### config.mk
export PLATFORM = sky130hd
export DESIGN_NAME = pcl_lane_steer
export DESIGN_NICKNAME = d
export VERILOG_FILES = /design/src/rtl/pcl_pkg.sv /design/src/rtl/pcl_access_decode.sv /design/src/rtl/pcl_addr_wrap.sv /design/src/rtl/pcl_pair_select.sv /design/src/rtl/pcl_lane_steer.sv
export SDC_FILE = /design/constraint.sdc
export NUM_CORES = 1
export LEC_CHECK = 0
export ABC_CLOCK_PERIOD_IN_PS = 800
export BUFFER_PORTS_ARGS = -buffer_cell sky130_fd_sc_hd__buf_2
export CORE_ASPECT_RATIO = 1.4
export CORE_MARGIN = 1.5
export CORE_UTILIZATION = 45
export CTS_BUF_LIST = sky130_fd_sc_hd__clkbuf_4
export DETAILED_ROUTE_END_ITERATION = 10
export MAX_ROUTING_LAYER = met4
export PLACE_DENSITY = 0.88
export SKIP_LAST_GASP = 1
export SYNTH_ARGS = -nofsm -noshare
export SYNTH_HDL_FRONTEND = slang
export SYNTH_SLANG_ARGS = --single-unit
### constraint.sdc
create_clock -name clk -period 0.8 [get_ports clk]
set_clock_uncertainty 0.2 [all_clocks]
set_input_delay 0.08 -clock clk [delete_from_list [all_inputs] [get_ports clk]]
set_output_delay 0.08 -clock clk [all_outputs]
set_load 0.005 [all_outputs]
### src/rtl/pcl_pkg.sv
package pcl_pkg;

   typedef enum logic [2:0] {
      ACC_IDLE     = 3'd0,
      ACC_WORD     = 3'd1,
      ACC_BYTE_EVN = 3'd2,
      ACC_BYTE_ODD = 3'd3,
      ACC_ODD_ONLY = 3'd4
   } acc_kind_e;

   typedef struct packed {
      logic lo_sel;
      logic hi_sel;
      logic swap;
      logic any_ce;
   } lane_sel_t;

endpackage

### src/rtl/pcl_access_decode.sv
module pcl_access_decode
   import pcl_pkg::*;
(
   input  logic      ce1_n,
   input  logic      ce2_n,
   input  logic      a0,
   input  logic      oe_n,
   input  logic      we_n,
   input  logic      reg_n,
   input  logic      wp,
   output acc_kind_e kind,
   output lane_sel_t sel,
   output logic      lane_lo_oe,
   output logic      lane_hi_oe,
   output logic      dev_we_n,
   output logic      attr_cs_n
);

   logic read_act;
   logic write_ok;

   always_comb begin
      unique case ({ce2_n, ce1_n})
         2'b00:   kind = ACC_WORD;
         2'b10:   kind = a0 ? ACC_BYTE_ODD : ACC_BYTE_EVN;
         2'b01:   kind = ACC_ODD_ONLY;
         default: kind = ACC_IDLE;
      endcase
   end

   always_comb begin
      sel = '0;
      unique case (kind)
         ACC_WORD:     begin sel.lo_sel = 1'b1; sel.hi_sel = 1'b1; end
         ACC_BYTE_EVN: sel.lo_sel = 1'b1;
         ACC_BYTE_ODD: begin sel.hi_sel = 1'b1; sel.swap = 1'b1; end
         ACC_ODD_ONLY: sel.hi_sel = 1'b1;
         default:      sel = '0;
      endcase
      sel.any_ce = (kind != ACC_IDLE);
   end

   assign read_act   = sel.any_ce && !oe_n && we_n;
   assign lane_lo_oe = read_act && !ce1_n;
   assign lane_hi_oe = read_act && !ce2_n;

   assign write_ok   = !reg_n || !wp;
   assign dev_we_n   = !(sel.any_ce && !we_n && write_ok);

   assign attr_cs_n  = !(!reg_n && sel.lo_sel);

endmodule

### src/rtl/pcl_addr_wrap.sv
module pcl_addr_wrap #(
   parameter int unsigned N_PAIRS = 10,
   parameter int unsigned DENS_W  = 4,
   localparam int unsigned IDX_W  = (N_PAIRS > 1) ? $clog2(N_PAIRS) : 1
) (
   input  logic [DENS_W-1:0] density,
   input  logic [IDX_W-1:0]  raw_idx,
   output logic [IDX_W-1:0]  pair_idx,
   output logic              pair_hit
);

   logic [DENS_W-1:0] dens_eff;
   logic [IDX_W-1:0]  wrap_mask;

   always_comb begin
      if (int'(density) > int'(N_PAIRS))
         dens_eff = DENS_W'(N_PAIRS);
      else
         dens_eff = density;
   end

   always_comb begin
      wrap_mask = '0;
      for (int b = 0; b < int'(IDX_W); b++) begin
         if ((1 << b) < int'(dens_eff))
            wrap_mask = {wrap_mask[IDX_W-2:0], 1'b1};
      end
   end

   assign pair_idx = raw_idx & wrap_mask;
   assign pair_hit = int'(pair_idx) < int'(dens_eff);

endmodule

### src/rtl/pcl_pair_select.sv
module pcl_pair_select #(
   parameter int unsigned N_PAIRS = 10,
   localparam int unsigned IDX_W  = (N_PAIRS > 1) ? $clog2(N_PAIRS) : 1
) (
   input  logic [IDX_W-1:0]   pair_idx,
   input  logic               pair_hit,
   input  logic               common_space,
   input  logic               lo_sel,
   input  logic               hi_sel,
   output logic [N_PAIRS-1:0] cs_lo_n,
   output logic [N_PAIRS-1:0] cs_hi_n
);

   logic pair_en;
   assign pair_en = pair_hit && common_space;

   for (genvar p = 0; p < int'(N_PAIRS); p++) begin : g_pair
      logic hit_p;
      assign hit_p      = pair_en && (pair_idx == IDX_W'(p));
      assign cs_lo_n[p] = !(hit_p && lo_sel);
      assign cs_hi_n[p] = !(hit_p && hi_sel);
   end

endmodule

### src/rtl/pcl_lane_steer.sv
module pcl_lane_steer
   import pcl_pkg::*;
#(
   parameter int unsigned ADDR_W   = 26,
   parameter int unsigned PAIR_LSB = 20,
   parameter int unsigned N_PAIRS  = 10,
   parameter int unsigned DENS_W   = 4,
   localparam int unsigned IDX_W   = (N_PAIRS > 1) ? $clog2(N_PAIRS) : 1,
   localparam int unsigned DEV_AW  = PAIR_LSB - 1
) (
   input  logic               clk,
   input  logic               rst_n,
   input  logic [DENS_W-1:0]  density,
   input  logic [ADDR_W-1:0]  host_addr,
   input  logic               ce1_n,
   input  logic               ce2_n,
   input  logic               oe_n,
   input  logic               we_n,
   input  logic               reg_n,
   input  logic               wp,
   output logic [DEV_AW-1:0]  dev_addr,
   output logic [N_PAIRS-1:0] cs_lo_n,
   output logic [N_PAIRS-1:0] cs_hi_n,
   output logic               attr_cs_n,
   output logic               dev_we_n,
   output logic               lane_lo_oe,
   output logic               lane_hi_oe,
   output logic               lane_swap
);

   if (ADDR_W < PAIR_LSB + IDX_W) begin : g_bad_addr
      $error("ADDR_W too narrow for pair index");
   end
   if ((1 << DENS_W) <= N_PAIRS) begin : g_bad_dens
      $error("DENS_W cannot encode N_PAIRS");
   end
   if (PAIR_LSB < 2) begin : g_bad_lsb
      $error("PAIR_LSB must leave device address bits");
   end

   if (ADDR_W > PAIR_LSB + IDX_W) begin : g_upper
      logic unused_upper;
      assign unused_upper = ^host_addr[ADDR_W-1:PAIR_LSB+IDX_W];
   end

   acc_kind_e          kind;
   lane_sel_t          sel;
   logic               lo_oe_c, hi_oe_c, we_n_c, attr_n_c;
   logic [IDX_W-1:0]   pair_idx;
   logic               pair_hit;
   logic [N_PAIRS-1:0] cs_lo_c, cs_hi_c;
   logic               unused_kind;

   assign unused_kind = ^kind;

   pcl_access_decode i_decode (
      .ce1_n      (ce1_n),
      .ce2_n      (ce2_n),
      .a0         (host_addr[0]),
      .oe_n       (oe_n),
      .we_n       (we_n),
      .reg_n      (reg_n),
      .wp         (wp),
      .kind       (kind),
      .sel        (sel),
      .lane_lo_oe (lo_oe_c),
      .lane_hi_oe (hi_oe_c),
      .dev_we_n   (we_n_c),
      .attr_cs_n  (attr_n_c)
   );

   pcl_addr_wrap #(.N_PAIRS(N_PAIRS), .DENS_W(DENS_W)) i_wrap (
      .density  (density),
      .raw_idx  (host_addr[PAIR_LSB +: IDX_W]),
      .pair_idx (pair_idx),
      .pair_hit (pair_hit)
   );

   pcl_pair_select #(.N_PAIRS(N_PAIRS)) i_pairs (
      .pair_idx     (pair_idx),
      .pair_hit     (pair_hit),
      .common_space (reg_n),
      .lo_sel       (sel.lo_sel),
      .hi_sel       (sel.hi_sel),
      .cs_lo_n      (cs_lo_c),
      .cs_hi_n      (cs_hi_c)
   );

   always_ff @(posedge clk or negedge rst_n) begin
      if (!rst_n) begin
         dev_addr   <= '0;
         cs_lo_n    <= '1;
         cs_hi_n    <= '1;
         attr_cs_n  <= 1'b1;
         dev_we_n   <= 1'b1;
         lane_lo_oe <= 1'b0;
         lane_hi_oe <= 1'b0;
         lane_swap  <= 1'b0;
      end else begin
         dev_addr   <= host_addr[PAIR_LSB-1:1];
         cs_lo_n    <= cs_lo_c;
         cs_hi_n    <= cs_hi_c;
         attr_cs_n  <= attr_n_c;
         dev_we_n   <= we_n_c;
         lane_lo_oe <= lo_oe_c;
         lane_hi_oe <= hi_oe_c;
         lane_swap  <= sel.swap;
      end
   end

endmodule

==> results.rst <==
.. list-table::
   :header-rows: 1

   * - Metric
     - Value
   * - Clock tree from TritonCTS
     - built
   * - Share of post-route cells with drive strength above 1
     - 65.5%
   * - Maximum vdd ir drop
     - 0.00213 V
   * - Die height
     - 73.9 um
   * - Final Net Count
     - 301
   * - Number of DRC markers in iteration 0
     - 63
   * - Worst path setup slack after routing
     - -0.915 ns
   * - Final Routed Wirelength
     - 5750 um
   * - Worst hold slack after final layout
     - -0.250 ns
   * - Root buffer selected by CTS
     - sky130_fd_sc_hd__clkbuf_4
   * - Relative area change from synthesis to final layout
     - 78.3%
   * - Share of the clock period used by the worst path
     - 214%
   * - Detailed placement HPWL
     - 3060 um
   * - Initial antenna violation count
     - 0
   * - Number of detailed-routing iterations run before antenna repair
     - 4
   * - Global router's overall resource usage
     - 29.1%
   * - Final count of negative-setup-slack endpoints
     - 66
   * - Number of distinct library cell variants in the gate-level netlist after synthesis
     - 28
   * - Most common cell after layout, fill and taps aside
     - sky130_fd_sc_hd__buf_2
   * - Boundary pin count
     - 82
   * - Clock-pin transition on the worst setup and hold timing paths
     - 0.12 ns
   * - TritonCTS Buffers
     - 5
   * - Std-Cell Rows
     - 25
   * - CTS sink count
     - 44
   * - Die ar.
     - 0.00396 mm^2
   * - Gate count of the mapped netlist
     - 121
   * - Max-slew headroom
     - 54.2%
   * - Via count normalized by instance count
     - 5.25
   * - Vias after detailed routing
     - 1581
   * - Worst Max-Slew Pin Slew
     - 0.680 ns
   * - RD Place Congestion
     - 0.870
   * - Setup WS pre-CTS
     - -1.25 ns
   * - Unrepaired setup endpoints after global routing
     - true
   * - Result of the run
     - finished, violations left
   * - Startpoint Class
     - input pin
   * - Commonest non-fill, non-tap cells in the layout
     - 59 x sky130_fd_sc_hd__buf_2, 33 x sky130_fd_sc_hd__buf_4, 22 x sky130_fd_sc_hd__dfstp_2, 22 x sky130_fd_sc_hd__dfrtp_1, 21 x sky130_fd_sc_hd__dlygate4sd3_1
   * - Count of H-tree levels built during CTS
     - 2
   * - Cell type with the highest aggregate area in the netlist
     - sky130_fd_sc_hd__dfstp_2
   * - Dominant cells by area after synthesis
     - sky130_fd_sc_hd__dfstp_2 36%, sky130_fd_sc_hd__dfrtp_1 34%, sky130_fd_sc_hd__nand3_1 3.1%
   * - Max-cap check violation count
     - 0
   * - Synthesis-stage register bit count
     - 44
   * - Arrival time of data at the critical path endpoint
     - 1.76 ns
   * - Number of remaining DRC errors
     - 0
   * - Yosys top cell area share
     - 35.8%
   * - Residual antenna-violating net count after detailed routing
     - 0
   * - Number of inserted diodes
     - 0
   * - Final number of hold-violating endpoints
     - 14
   * - Synth Area per Inst
     - 13.3 um^2
   * - Largest net degree at the start of global routing
     - 45
   * - Via count of the first global-routing pass
     - 1649
   * - Kind of critical path
     - in -> reg
   * - Max Transition Viols Final
     - 0
   * - Buffers from clock root to sink, at most
     - 2
   * - Violated checks
     - hold timing, setup timing
   * - Number of synthesis warnings
     - 0
   * - Global-route congestion overflow total
     - 0
   * - Combined area of all synthesized cells
     - 0.00162 mm^2
   * - Hold Crit Class
     - in -> reg
   * - Final critical-path required period
     - 1.72 ns
   * - Initial cell density of the core
     - 47.4%
   * - Wirelength per Cell
     - 19.1 um
   * - Global-route wire length before repair
     - 7860 um
   * - Power per cell area
     - 1620 mW/mm^2
   * - Portion of the post-synthesis area used by sequential elements
     - 69.9%
   * - Post-Synthesis Net Count
     - 162
   * - Width of the chip
     - 53.6 um
   * - Port Buffers
     - 79
   * - Worst Path Required
     - 0.85 ns
   * - Setup TNS after final layout
     - -35.38 ns
   * - Maximum achievable frequency
     - 583 MHz
   * - Leakage
     - 0.00131 uW
   * - Critical-path maximum fanout
     - 7
   * - Type of element capturing the critical path
     - flop
   * - Number of fillers in the final layout
     - 143
   * - Floorplan core area
     - 0.00341 mm^2
==> per-layer routing <==
| metal | share of wire, % | global-route usage, % | vias up |
|---|---|---|---|
| li1 | - | - | 700 |
| met1 | 38 | 31.7 | 780 |
| met2 | 53 | 51.7 | 91 |
| met3 | 6.4 | 4.27 | 10 |
| met4 | 2.0 | 11.7 | 0 |
| met5 | 0 | - | - |
==> worst paths after layout <==
path	startpoint	endpoint	slack, ns	cells after the start
max	density[1]	cs_hi_n[3]	-0.92	10
max in group asynchronous	rst_n	cs_hi_n[8]	0.10	3
min	we_n	dev_we_n	-0.25	2
min in group asynchronous	rst_n	dev_addr[8]	0.03	3
==> flip-flops by register name (all words and copies together) (netlist names) <==
name,count
attr_cs_n,1
lane_lo_oe,1
cs_lo_n,10
lane_hi_oe,1
cs_hi_n,10
dev_we_n,1
dev_addr,19
lane_swap,1
==> stage by stage <==
step | cells | cell area (um^2) | power, uW | util (%)
finish | 301 | 2880 | 4670 | 84.5
global route | 301 | 2880 | 4840 | 84.5
CTS | 299 | 2750 | 4530 | 80.6
detailed placement | 268 | 2320 | 3050 | 68.1
global placement | 268 | 2320 | 3020 | 68.1
floorplan | 121 | 1670 | 2640 | -
==> repair_timing <==
action	CTS	global route
resized for setup	28	20
hold buffers	20	1
endpoints found under the setup margin	64	64
buffers inserted	4	1
pin swaps	8	5
hold endpoints to repair	78	14
==> cell type report <==
class	count	area [um^2]	share of cell area [%]
clock buffers	6	45.0	1.56
multi-input cells	69	574	19.9
inverters	5	25.0	0.869
clock inverters	2	35.0	1.22
well taps	40	50.0	1.74
repair buffers	135	1020	35.5
flip-flops and latches	44	1130	39.2
==> report_power, final <==
group	total, uW	internal, uW	leakage (uW)	switching [uW]
Combinational	915	474	0.000776	441
Clock	1410	689	0.0000456	722
Sequential	2350	2320	0.000493	30.1
==> kinds of logic after synthesis <==
logic type | after synthesis | share of synthesized area [%]
simple gates | 49 | 16.5
flops | 44 | 69.9
compound gates | 17 | 8.52
buf+inv | 8 | 2.79
fa+ha+maj | 3 | 2.32
==> cells in the mapped netlist (all sizes together) <==
cell type	n
ha	3
nand2b	4
o221ai	1
a21oi	4
nor3	4
nor2b	1
o21ai	5
a211oi	2
nor4	4
nand3	10
o211a	1
dfrtp	22
a221o	1
nand2	10
and2	1
nand4	6
nand3b	1
buf	3
nor2	8
o21a	2
inv	5
dfstp	22
o31ai	1
==> critical path, cell delays in order <==
cell and delay (ns):
sky130_fd_sc_hd__buf_12 0.11, sky130_fd_sc_hd__a211oi_4 0.24, sky130_fd_sc_hd__nand2b_4 0.18, sky130_fd_sc_hd__inv_4 0.04, sky130_fd_sc_hd__ha_4 0.20, sky130_fd_sc_hd__nor2b_4 0.12
sky130_fd_sc_hd__o211a_4 0.27, sky130_fd_sc_hd__nor4_4 0.18, sky130_fd_sc_hd__buf_6 0.19, sky130_fd_sc_hd__nand4_1 0.14
No activity file was read; power rests on OpenSTA's default activity.
